<file path="src/rtl/md_pkg.sv">
// Shared types for the Manchester / pulse-width demodulator.
// Assumes: nothing; holds only the sequencer state encoding.
package md_pkg;
    typedef enum logic [1:0] {
        ST_HUNT    = 2'd0,  // waiting for a long gap to align on
        ST_ARMED   = 2'd1,  // counting towards the sample point
        ST_LATCHED = 2'd2   // bit taken, waiting for the realigning transition
    } md_state_t;
endpackage

</file>
<file path="src/rtl/md_edge_det.sv">
// Line synchronizer and transition detector.
// Assumes: din is asynchronous; rise_only is quasi-static.
// Produces the synchronized level and a one-cycle pulse per qualifying transition.
module md_edge_det #(
    parameter int SYNC_STAGES = 2
) (
    input  logic clk,
    input  logic rst_n,
    input  logic din,
    input  logic rise_only,
    output logic lvl,
    output logic edge_p
);
    logic [SYNC_STAGES-1:0] sync_q;
    logic                   prev_q;

    // Synchronizer chain, one flop per stage
    for (genvar i = 0; i < SYNC_STAGES; i++) begin : g_sync
        if (i == 0) begin : g_first
            // First stage captures the raw line
            always_ff @(posedge clk) begin
                if (!rst_n) sync_q[0] <= 1'b0;
                else        sync_q[0] <= din;
            end
        end else begin : g_rest
            // Later stages pass the level along
            always_ff @(posedge clk) begin
                if (!rst_n) sync_q[i] <= 1'b0;
                else        sync_q[i] <= sync_q[i-1];
            end
        end
    end

    assign lvl = sync_q[SYNC_STAGES-1];

    // Delayed copy of the level for transition detection
    always_ff @(posedge clk) begin
        if (!rst_n) prev_q <= 1'b0;
        else        prev_q <= lvl;
    end

    logic rise_w, fall_w;
    // Qualify transitions according to the mode
    always_comb begin
        rise_w = lvl & ~prev_q;
        fall_w = ~lvl & prev_q;
        edge_p = rise_w | (fall_w & ~rise_only);
    end


    pw_no_fall_chk: assert property (@(posedge clk) disable iff (!rst_n)
        (rise_only && edge_p) |-> (lvl && !prev_q));
endmodule

</file>
<file path="src/rtl/md_bit_timer.sv">
// Saturating up-counter that is cleared on request.
// Assumes: one increment per clock; it holds at all-ones until restarted.
module md_bit_timer #(
    parameter int CNT_W = 8
) (
    input  logic             clk,
    input  logic             rst_n,
    input  logic             restart,
    output logic [CNT_W-1:0] cnt
);
    localparam logic [CNT_W-1:0] CNT_MAX = '1;

    // Count up, clear on restart, stop at the top
    always_ff @(posedge clk) begin
        if (!rst_n)              cnt <= '0;
        else if (restart)        cnt <= '0;
        else if (cnt != CNT_MAX) cnt <= cnt + 1'b1;
    end


    restart_zero_chk: assert property (@(posedge clk) disable iff (!rst_n)
        restart |=> (cnt == '0));
endmodule

</file>
<file path="src/rtl/md_seq_ctrl.sv">
// Bit sequencer: hunts for alignment, picks the sample point, detects timeouts.
// Assumes: cmp2 > cmp1; edge_p is already qualified for the mode.
module md_seq_ctrl
    import md_pkg::*;
#(
    parameter int CNT_W = 8
) (
    input  logic             clk,
    input  logic             rst_n,
    input  logic             edge_p,
    input  logic [CNT_W-1:0] cnt,
    input  logic [CNT_W-1:0] cmp1,
    input  logic [CNT_W-1:0] cmp2,
    output logic             restart,
    output logic             shift_en,
    output logic             abort,
    output logic             err
);
    md_state_t state_q, state_d;
    logic      past1, hit1, hit2;

    // Next-state and strobe decode
    always_comb begin
        past1    = cnt > cmp1;
        hit1     = cnt == cmp1;
        hit2     = cnt == cmp2;
        state_d  = state_q;
        restart  = 1'b0;
        shift_en = 1'b0;
        abort    = 1'b0;
        unique case (state_q)
            ST_HUNT: begin
                restart = edge_p;
                if (edge_p && past1) state_d = ST_ARMED;
            end
            ST_ARMED: begin
                if (hit1) begin
                    shift_en = 1'b1;
                    state_d  = ST_LATCHED;
                end else if (hit2) begin
                    abort   = 1'b1;
                    state_d = ST_HUNT;
                end
            end
            ST_LATCHED: begin
                if (edge_p) begin
                    restart = 1'b1;
                    state_d = ST_ARMED;
                end else if (hit2) begin
                    abort   = 1'b1;
                    state_d = ST_HUNT;
                end
            end
            default: state_d = ST_HUNT;
        endcase
    end

    // State register and registered error pulse
    always_ff @(posedge clk) begin
        if (!rst_n) begin
            state_q <= ST_HUNT;
            err     <= 1'b0;
        end else begin
            state_q <= state_d;
            err     <= abort;
        end
    end


    err_hunt_chk: assert property (@(posedge clk) disable iff (!rst_n)
        err |-> (state_q == ST_HUNT));

    hunt_noshift_chk: assert property (@(posedge clk) disable iff (!rst_n)
        (state_q == ST_HUNT) |-> !shift_en);

    err_single_chk: assert property (@(posedge clk) disable iff (!rst_n)
        err |=> !err);
endmodule

</file>
<file path="src/rtl/md_byte_asm.sv">
// Serial-to-parallel assembler: MSB first, emits a byte with a one-cycle strobe.
// Assumes: shift_en and clear never coincide.
module md_byte_asm #(
    parameter int BYTE_W = 8
) (
    input  logic              clk,
    input  logic              rst_n,
    input  logic              shift_en,
    input  logic              bit_in,
    input  logic              clear,
    output logic [BYTE_W-1:0] data,
    output logic              vld
);
    localparam int              BC_W     = $clog2(BYTE_W);
    localparam logic [BC_W-1:0] BC_LAST  = BC_W'(BYTE_W - 1);

    logic [BYTE_W-1:0] sr_q;
    logic [BC_W-1:0]   bcnt_q;
    logic [BYTE_W-1:0] sr_next;

    // Shift value with the new bit at the bottom
    always_comb sr_next = {sr_q[BYTE_W-2:0], bit_in};

    // Shift register, bit counter and byte hand-off
    always_ff @(posedge clk) begin
        if (!rst_n) begin
            sr_q   <= '0;
            bcnt_q <= '0;
            data   <= '0;
            vld    <= 1'b0;
        end else begin
            vld <= 1'b0;
            if (clear) begin
                sr_q   <= '0;
                bcnt_q <= '0;
            end else if (shift_en) begin
                sr_q <= sr_next;
                if (bcnt_q == BC_LAST) begin
                    data   <= sr_next;
                    vld    <= 1'b1;
                    bcnt_q <= '0;
                end else begin
                    bcnt_q <= bcnt_q + 1'b1;
                end
            end
        end
    end


    strobe_single_chk: assert property (@(posedge clk) disable iff (!rst_n)
        vld |=> !vld);

    clear_empty_chk: assert property (@(posedge clk) disable iff (!rst_n)
        clear |=> (bcnt_q == '0 && !vld));
endmodule

</file>
<file path="src/rtl/manch_demod.sv">
// Top level of the edge-restarted Manchester / pulse-width demodulator.
// Assumes: cmp2 > cmp1, both stable while a frame is received.
module manch_demod #(
    parameter int CNT_W       = 8,
    parameter int BYTE_W      = 8,
    parameter int SYNC_STAGES = 2
) (
    input  logic              clk,
    input  logic              rst_n,
    input  logic              ser_in,
    input  logic              pw_mode,
    input  logic [CNT_W-1:0]  cmp1,
    input  logic [CNT_W-1:0]  cmp2,
    output logic [BYTE_W-1:0] byte_out,
    output logic              byte_vld,
    output logic              err
);
    logic             lvl, edge_p, restart, shift_en, abort;
    logic [CNT_W-1:0] cnt;

    md_edge_det #(.SYNC_STAGES(SYNC_STAGES)) u_edge (
        .clk(clk), .rst_n(rst_n), .din(ser_in), .rise_only(pw_mode),
        .lvl(lvl), .edge_p(edge_p)
    );

    md_bit_timer #(.CNT_W(CNT_W)) u_timer (
        .clk(clk), .rst_n(rst_n), .restart(restart), .cnt(cnt)
    );

    md_seq_ctrl #(.CNT_W(CNT_W)) u_ctrl (
        .clk(clk), .rst_n(rst_n), .edge_p(edge_p), .cnt(cnt),
        .cmp1(cmp1), .cmp2(cmp2), .restart(restart),
        .shift_en(shift_en), .abort(abort), .err(err)
    );

    md_byte_asm #(.BYTE_W(BYTE_W)) u_asm (
        .clk(clk), .rst_n(rst_n), .shift_en(shift_en), .bit_in(lvl),
        .clear(abort), .data(byte_out), .vld(byte_vld)
    );
endmodule

</file>
<file path="config.mk">
export PLATFORM = sky130hd
export DESIGN_NAME = manch_demod
export DESIGN_NICKNAME = d
export VERILOG_FILES = /design/src/rtl/md_pkg.sv /design/src/rtl/md_edge_det.sv /design/src/rtl/md_bit_timer.sv /design/src/rtl/md_seq_ctrl.sv /design/src/rtl/md_byte_asm.sv /design/src/rtl/manch_demod.sv
export SDC_FILE = /design/constraint.sdc
export NUM_CORES = 1
export LEC_CHECK = 0
export BUFFER_PORTS_ARGS = -buffer_cell sky130_fd_sc_hd__buf_2
export CORE_UTILIZATION = 23
export CTS_CLUSTER_DIAMETER = 40
export DETAILED_ROUTE_END_ITERATION = 8
export GPL_ROUTABILITY_DRIVEN = 0
export SYNTH_ARGS = -nofsm -noshare
export SYNTH_HDL_FRONTEND = slang
export SYNTH_HIERARCHICAL = 1
export SYNTH_SLANG_ARGS = --single-unit
</file>
<file path="constraint.sdc">
create_clock -name clk -period 4.3 [get_ports clk]
set_input_delay 0.86 -clock clk [delete_from_list [all_inputs] [get_ports clk]]
set_output_delay 0.86 -clock clk [all_outputs]
set_load 0.05 [all_outputs]
</file>
# Word level (Yosys, flattened, before mapping)

Cells that the tools add are included.

Word-level logic and storage cells: 51
Output and inout port bits: 10
Input port bits: 20
Flip-flop bits (word level): 33

Muxes and demuxes: 15
Eq/ne operators: 7
$lt $le $gt $ge: 1
Bitwise gates (word level): 10
Reduce and logical (&&, ||, !) cells: 6
Add/subtract/negate cells: 2

Operators with widths:

| cell                | count |
|---|---|
| $eq 8x8->1          | 2 |
| $add 8x1->8 const B | 1 |
| $gt 8x8->1          | 1 |
| $mux 2              | 4 |
| $ne 8x8->1 const B  | 1 |
| $mux 1              | 7 |
| $not 1->1           | 6 |
| $pmux 2 s3          | 1 |
| $pmux 1 s2          | 2 |
| $reduce_or 2->1     | 2 |
| $add 3x1->3 const B | 1 |
| $and 1x1->1         | 3 |
| $eq 3x3->1 const B  | 1 |
| $mux 3              | 1 |
| $reduce_and 3->1    | 1 |
| $reduce_or 3->1     | 1 |
| $eq 2x1->1 const B  | 1 |
| $eq 2x2->1 const B  | 1 |
| $logic_not 2->1     | 1 |
| $ne 2x1->1 const B  | 1 |
| $logic_and 1x1->1   | 1 |
| $or 1x1->1          | 1 |

# Logic depth before layout (Yosys ltp)

Gate-level depths: netlist of the first run.

Word-level depth: 8
Mapped depth: 8
Depth with buffers taken out: 7

# Hierarchy

Netlist of the first run, hierarchy kept.

Modules (own cells, without submodules):

| module       | area an instance (µm²) | seq. area each (µm²) | instances | cells each |
|---|---|---|---|---|
| md_byte_asm  | 748.2                  | 380.4                | 1         | 75 |
| md_seq_ctrl  | 588.1                  | 60.1                 | 1         | 67 |
| md_bit_timer | 420.4                  | 160.2                | 1         | 48 |
| md_edge_det  | 95.1                   | 60.1                 | 1         | 8 |

# Least setup slack after synthesis of the first run

Ideal clock, no wire load.

Path kind: input to register
Start point: in cmp1[6]
End point: reg u_asm.bcnt_q[1]
Setup time: 117 ps
Stages on the path: 7
Path buffers: 1
Setup slack: 2,084 ps
Data required time: 4,183 ps
Arrival: 2,099 ps
Cells stage by stage: inv_1 -> ha_1 -> nand4_2 -> nor3_1 -> buf_4 -> mux2i_1 -> nor2_1

Elaborated cells between the ends (all ways): 6
Those cells by class: eq/ne (1); mux (4); reduce/logical (1)

RTL lines:

| element              | RTL line          | RTL |
|---|---|---|
| from (decl)          | manch_demod.sv:12 | `input logic [CNT_W-1:0] cmp1,` |
| $eq 8x8->1           | md_seq_ctrl.sv:25 | `hit1 = cnt == cmp1;` |
| $mux 1               | md_seq_ctrl.sv:37 | `if (hit1) begin` |
| $mux 1               | md_seq_ctrl.sv:31 | `unique case (state_q)` |
| named net shift_en   | manch_demod.sv:18 | `logic lvl, edge_p, restart, shift_en, abort;` |
| to (signal assigned) | md_byte_asm.sv:43 | `bcnt_q <= bcnt_q + 1'b1;` |
| to (decl)            | md_byte_asm.sv:18 | `logic [BC_W-1:0] bcnt_q;` |

The timed path passes the listed nets, and every way through them passes these cells.
A chain may end at the register's enable or synchronous reset.

# Worst setup path in the final report of the first run

Start point: in cmp1[5]
End point: reg u_asm.data[1]

Word-level cells in the longest chain between the ends: 5
Elaborated cells between the ends (all ways): 7
Those cells by class: eq/ne (1); mux (4); bitwise (1); reduce/logical (1)

Ends and longest elaborated chain:

| element                           | RTL line          | RTL |
|---|---|---|
| $eq 8x8->1                        | md_seq_ctrl.sv:25 |  |
| $mux 1                            | md_seq_ctrl.sv:37 |  |
| $pmux 1 s2                        | md_seq_ctrl.sv:31 |  |
| named net abort                   | manch_demod.sv:18 |  |
| $not 1->1 (no source line)        | -                 |  |
| $reduce_and 3->1 (no source line) | -                 |  |
| to (signal assigned)              | md_byte_asm.sv:39 | `data <= sr_next;` |
| to (decl)                         | md_byte_asm.sv:11 | `output logic [BYTE_W-1:0] data,` |

The timed path passes the listed nets, and every way through them passes these cells.

==> results.sh, run 1 <==
export IMPL_status="finished clean"
export IMPL_syn_nets=233
export IMPL_io_buffers=29
export IMPL_multi_input_area_mm2=0.00110
export IMPL_postSynth_asyncResetShare_pct=0
export IMPL_numCtsBuffers=5
export IMPL_slowest_stage="and3b_1"
export IMPL_r2r_end="u_asm/data[1]$_SDFFE_PN0P_"
export IMPL_critPathMaxStageDelay_ns=0.52
export IMPL_ir_worst_vdd_mv=0.182
export IMPL_routed_wl_um=3730
export IMPL_drive_above_1_share_pct=23.0
export IMPL_reg2reg_setup_slack_ns=2.06
export IMPL_ant_nets=0
export IMPL_post_route_period_util_pct=56.1
export IMPL_cts_resized_gates=0
export IMPL_cts_setup_buffers=0
export IMPL_yosysMostFrequentCell="dfxtp_1"
export IMPL_dp_hpwl_um=2870
export IMPL_cts_tree="done"
export IMPL_cellLeakagePower_nw=0.879
export IMPL_cts_max_path_buffers=2
export IMPL_max_cap_viol_count=0
export IMPL_die_y_um=91.7
export IMPL_antenna_found_initial=0
export IMPL_rsz0062_at_grt="no"
export IMPL_synth_ff_type="dfxtp_1"
export IMPL_power_density_mw_per_mm2=333
export IMPL_worst_path_max_fanout=8
export IMPL_nets=264
export IMPL_max_freq_ghz=0.414
export IMPL_initial_utilization_pct=23.8
export IMPL_h_tree_depth=2
export IMPL_clkLatencyLatePin_ns=0.29
export IMPL_final_hold_viol_count=0
export IMPL_core_area_mm2=0.00777
export IMPL_syn_inst=198
export IMPL_grt_ovfl_total=0
export IMPL_yosysSeqAreaShare_pct=35.7
export IMPL_hold_class="register to register"
export IMPL_worstHoldStart="u_edge/sync_q[0]$_SDFF_PN0_"
export IMPL_max_slew_margin_pct=69.4
export IMPL_die_area_mm2=0.00841
export IMPL_post_route_min_period_ns=2.41
export IMPL_synth_top_cell_by_area="dfxtp_1"
export IMPL_regToRegStartpoint="u_timer/cnt[0]$_SDFFE_PP0P_"
export IMPL_track_usage_pct=9.68
export IMPL_clockRootBuffer="clkbuf_8"
export IMPL_fillers=862
export IMPL_worstSetupPathType="primary input to register"
export IMPL_start_kind="primary input"
export IMPL_clkTransAtPathRegs_ns=0.07
export IMPL_area_growth_pct=20.1
export IMPL_worstPathRequired_ns=4.52
export IMPL_num_rows=32
export IMPL_yosys_top_cells_area="dfxtp_1, mux2i_1, ha_1"
export IMPL_skew_ns=0.00540
export IMPL_grt_pass1_vias=1390
export IMPL_min_path_cells=1
export IMPL_hold_slack_ns=0.433
export IMPL_first_iter_violations=47
export IMPL_seq_area_um2=661
export IMPL_synthTopCellsByCount="dfxtp_1, nand2_1, mux2i_1, ha_1, inv_1"
export IMPL_tns_ns=0
export IMPL_drc=0
export IMPL_yosysTopAreaCellShare_pct=35.7
export IMPL_synth_warnings=6
export IMPL_path_cells="buf_2, inv_1, ha_1, nand4_2, o21ai_1, a21oi_2, and3b_1, mux2i_1"
export IMPL_tightest_slew_ns=0.459
export IMPL_whs_endpoint="u_edge/lvl$_SDFF_PN0_"
export IMPL_rr_worst_depth=7
export IMPL_arrival_ns=2.63
export IMPL_wl_per_cell_um=11.2
export IMPL_synth_cell_types=44
export IMPL_synth_seq_cells=33
export IMPL_synth_edf_count=0
export IMPL_drv_slew=0
export IMPL_drt_pass1_iter_count=4
export IMPL_cts_sinks=33
export IMPL_postCtsHoldBufs=0
export IMPL_crit_path_end_kind="register"
export IMPL_ios=30
export IMPL_dieWidth_um=91.7
export IMPL_vias=1468
export IMPL_setup_viol=0
export IMPL_grt_pass1_wl_um=6380
export IMPL_avgSynthCellArea_um2=9.35
export IMPL_diodes=0
export IMPL_synth_area_mm2=0.00185
export IMPL_grt_max_degree=27
export IMPL_via_per_inst=4.42
-- worst max-delay path by stage --
| stage | from | end |
|---|---|---|
| final | cmp1[5] | u_asm/data[1]$_SDFFE_PN0P_ |
| after global routing | cmp1[6] | u_asm/data[7]$_SDFFE_PN0P_ |
| after CTS | cmp1[5] | u_asm/data[0]$_SDFFE_PN0P_ |
| after detailed placement | cmp1[5] | u_asm/data[2]$_SDFFE_PN0P_ |
| after global placement | cmp1[3] | u_asm/data[6]$_SDFFE_PN0P_ |
| after floorplan | cmp1[6] | u_asm/bcnt_q[1]$_SDFFE_PP0P_ |
-- metal layers --
metal / up-vias / global-route usage (%) / wire (um)
met5: - / 0 / 0
met1: 674 / 11.9 / 1800
met4: 0 / 4.30 / 66
met3: 7 / 2.74 / 154
met2: 32 / 15.7 / 1720
li1: 755 / - / -
-- power by group --
part | switching, W | internal, W
logic | 0.0000415 | 0.0000318
registers | 0.00000894 | 0.000311
clock network | 0.000117 | 0.000230
total | 0.000167 | 0.000573
-- kinds of logic after synthesis --
| kind of cell | count (synthesis) | share of synthesized area (%) |
|---|---|---|
| simple gates | 72 | 21.6 |
| flops | 33 | 35.7 |
| compound gates | 31 | 13.1 |
| buf+inv | 20 | 5.41 |
| mux | 19 | 10.3 |
| fa+ha+maj | 15 | 10.1 |
| xor+xnor | 8 | 3.78 |
-- area by class of cell --
cell class / count / share of cell area (%)
multi-input cells: 145 / 49.3
flip-flops and latches: 33 / 29.7
well taps: 102 / 5.74
clock inverters: 3 / 2.93
repair buffers: 30 / 6.87
inverters: 14 / 2.36
clock buffers: 5 / 3.10
-- registers in the layout (all words and copies together), names as in the netlist --
register,flops
u_asm/data,8
u_edge/lvl,1
u_asm/bcnt_q,3
u_timer/cnt,8
u_asm/sr_q,7
u_asm/vld,1
u_edge/sync_q,1
u_ctrl/state_q,2
u_ctrl/err,1
u_edge/prev_q,1
-- worst max-delay path, delay by kind of cell --
family | cells | cell delay [ns]
AND/OR/NAND/NOR | 2 | 0.70
multiplexers | 1 | 0.23
buffers and inverters | 2 | 0.11
adder cells (fa/ha/maj) | 1 | 0.31
AO/OA/AOI/OAI | 2 | 0.42
-- cell usage in the layout (no fill, tap or decap), types with 6 or more instances in the layout --
cell	Yosys	final
dfxtp_1	33	33
buf_2	2	29
nand2_1	23	23
mux2i_1	19	19
ha_1	15	15
inv_1	14	14
nor2_1	12	12
a21oi_1	8	8
xor2_1	8	8
nand2b_1	6	6
nand3_1	6	6
-- per-stage QoR --
step / total power [W] / worst slack [ns] / util (%) / instances / area (um^2)
floorplan: 0.000377 / 2.08 / - / 198 / 1850
global placement: 0.000399 / 1.61 / 26.9 / 324 / 2090
detailed placement: 0.000400 / 1.57 / 26.9 / 324 / 2090
CTS: 0.000751 / 1.89 / 28.6 / 332 / 2220
global route: 0.000772 / 1.74 / 28.6 / 332 / 2220
finish: 0.000740 / 1.89 / 28.6 / 332 / 2220
Power figures use the tool's default switching activity.
==> run 2, diff against run 1 <==
Settings changed: ABC_AREA from default to 1.
Clock period 4.3 ns to 2 ns, I/O delays scaled along.
==> run 2 against run 1 <==
  * Critical endpoint is now u_asm/data[3]$_SDFFE_PN0P_
  * Flip-flop and latch count unchanged
  * Clock power is 41% higher
  * Cell count rose by 29%
  * Worst hold slack lost 0.14 ns
  * Routed wire length up 0.72%
  * Register-to-register slack got worse by 1.8 ns
  * Design area is 3.9% higher
  * Clock-buffer cell count did not move
==> results.sh, run 2 <==
export IMPL_synth_warnings=6
export IMPL_max_slew_margin_pct=65.4
export IMPL_reg_top3="u_asm/data x8, u_timer/cnt x8, u_asm/sr_q x7"
export IMPL_drt_pass1_iter_count=4
export IMPL_whs_endpoint="u_edge/sync_q[0]$_SDFF_PN0_"
export IMPL_ios=30
export IMPL_tightest_slew_ns=0.517
export IMPL_numCtsBuffers=5
export IMPL_clockRootBuffer="clkbuf_8"
export IMPL_syn_inst=281
export IMPL_yosysSeqAreaShare_pct=35.2
export IMPL_synth_edf_count=0
export IMPL_dp_hpwl_um=2930
export IMPL_tns_ns=0
export IMPL_stdcell_count=427
export IMPL_routed_wl_um=3760
export IMPL_num_rows=32
export IMPL_status="finished clean"
export IMPL_reg2reg_setup_slack_ns=0.24
export IMPL_yosysMostFrequentCell="nand2_1"
export IMPL_cts_sinks=33
export IMPL_arrival_ns=1.98
export IMPL_fin_area_mm2=0.00231
export IMPL_synthTopCellsByCount="nand2_1, inv_1, nor2_1, dfxtp_1, a21oi_1"
export IMPL_synth_ff_type="dfxtp_1"
export IMPL_yosysTopAreaCellShare_pct=35.2
export IMPL_postSynth_asyncResetShare_pct=0
export IMPL_cts_max_path_buffers=2
export IMPL_cp_startpoint="u_timer/cnt[1]$_SDFFE_PP0P_"
export IMPL_die_y_um=92.4
export IMPL_rr_worst_depth=13
export IMPL_cellLeakagePower_nw=1.18
export IMPL_initial_utilization_pct=24.1
export IMPL_final_common_cell="nand2_1"
export IMPL_track_usage_pct=9.37
export IMPL_cts_setup_buffers=0
export IMPL_max_cap_viol_count=0
export IMPL_avgSynthCellArea_um2=6.69
export IMPL_crit_path_end_kind="register"
export IMPL_worstHoldStart="ser_in"
export IMPL_synth_top_cell_by_area="dfxtp_1"
export IMPL_die_area_mm2=0.00854
export IMPL_via_per_inst=4.01
export IMPL_final_hold_viol_count=0
export IMPL_h_tree_depth=2
export IMPL_drv_slew=0
export IMPL_grt_ovfl_total=0
export IMPL_setup_viol=0
export IMPL_skew_ns=0.00496
export IMPL_drive_above_1_share_pct=20.3
export IMPL_post_route_min_period_ns=1.76
export IMPL_cts_tree="done"
export IMPL_dieWidth_um=92.4
export IMPL_core_area_mm2=0.00781
export IMPL_grt_pass1_vias=1544
export IMPL_dpl_cell_count=418
export IMPL_synth_area_mm2=0.00188
export IMPL_worstPathRequired_ns=2.22
export IMPL_wl_per_cell_um=8.80
export IMPL_final_cell_mix="nand2_1, inv_1, nor2_1, dfxtp_1, buf_2"
export IMPL_hold_slack_ns=0.296
export IMPL_area_growth_pct=22.9
export IMPL_rsz0062_at_grt="no"
export IMPL_min_path_cells=3
export IMPL_place_area_mm2=0.00220
export IMPL_vias=1711
export IMPL_start_kind="register"
export IMPL_grt_pass1_wl_um=6480
export IMPL_first_iter_violations=47
export IMPL_synth_cell_types=24
export IMPL_antenna_found_initial=0
export IMPL_clkLatencyLatePin_ns=0.28
export IMPL_post_route_period_util_pct=87.8
export IMPL_max_freq_ghz=0.569
export IMPL_io_buffers=29
export IMPL_hold_class="primary input to register"
export IMPL_ant_nets=0
export IMPL_synth_seq_cells=33
export IMPL_yosys_top_cells_area="dfxtp_1, nand2_1, ha_1"
export IMPL_ir_worst_vdd_mv=0.228
export IMPL_r2r_end="u_asm/data[3]$_SDFFE_PN0P_"
export IMPL_syn_nets=316
export IMPL_clkTransAtPathRegs_ns=0.07
export IMPL_drc=0
export IMPL_power_density_mw_per_mm2=567
export IMPL_diodes=0
export IMPL_grt_max_degree=17
export IMPL_regToRegStartpoint="u_timer/cnt[1]$_SDFFE_PP0P_"
export IMPL_worst_path_max_fanout=8
export IMPL_nets=359
export IMPL_worstSetupPathType="register to register"
[run 2: cell count changes in the layout (fill, tap and decap cells not counted), moves of 4 or more]
cell,delta
a21oi_1,+11
and2_1,-4
buf_4,+9
inv_1,+31
mux2i_1,-19
nand2_1,+62
nand2_2,+6
nand2b_1,-6
nor2_1,+30
nor3_1,-5
xnor2_1,+6
xor2_1,-8
[run 2: final cells by class]
cell class	count	area, um^2
Clock buffer	5	68.8
Clock inverter	3	17.5
Fill cell	863	5500
Inverter	49	184
Multi-Input combinational cell	196	1030
Sequential cell	33	663
Tap cell	102	128
Timing Repair Buffer	39	220
[run 2: repair_timing]
item | in CTS | in global routing
hold buffers | 0 | 0
endpoints found under the setup margin | 0 | 19
gates resized for setup | 0 | 5
[run 2: kinds of logic after synthesis]
kind of cell    count (synthesis)  share of synthesized area, %
fa+ha+maj                      15                          9.99
simple gates                  148                          33.4
flops                          33                          35.2
xor+xnor                        6                          2.80
compound gates                 26                          7.46
buf+inv                        53                          11.2
[run 2: per-layer routing]
layer,GRT usage (%),part of all wire (%),wire length [um],vias up
met1,11.0,48,1790,750
met2,16.2,47,1780,21
li1,-,-,-,935
met5,0,0,0,-
met3,2.30,3.6,134,5
met4,3.91,1.7,63,0
[run 2: report_power, final]
group / internal [W] / leakage [nW] / switching, W
clock network: 0.000240 / 0.0439 / 0.000250
logic: 0.0000624 / 0.866 / 0.0000789
registers: 0.000668 / 0.268 / 0.0000111
[run 2: worst max path at each step]
stage | end | slack [ns] | cells past startpoint
final | u_asm/data[3]$_SDFFE_PN0P_ | 0.24 | 13
after global placement | u_asm/data[3]$_SDFFE_PN0P_ | 0.04 | 14
after detailed placement | u_asm/sr_q[2]$_SDFFE_PP0P_ | -0.02 | 13
after floorplan | u_asm/data[0]$_SDFFE_PN0P_ | 0.23 | 14
after CTS | u_asm/sr_q[4]$_SDFFE_PP0P_ | 0.10 | 11
after global routing | u_asm/data[1]$_SDFFE_PN0P_ | 0.02 | 13
[run 2: per-stage QoR]
step	worst slack [ns]	power [W]	utilization, %
finish	0.243	0.00131	29.6
global route	0.0237	0.00138	29.6
CTS	0.105	0.00133	29.3
detailed placement	-0.0151	0.000835	28.2
global placement	0.0381	0.000832	28.2
floorplan	0.227	0.000786	-
[run 2: critical path, stage by stage (launching register included)]
cell,delay (ns)
dfxtp_2,0.36
ha_1,0.31
nand2_1,0.07
nor2_2,0.14
nand2_1,0.06
nand2_1,0.08
nand2_1,0.05
nand4_1,0.10
inv_1,0.06
inv_2,0.11
nand3_4,0.14
nand2_1,0.09
nand2_1,0.05
nor2_1,0.08
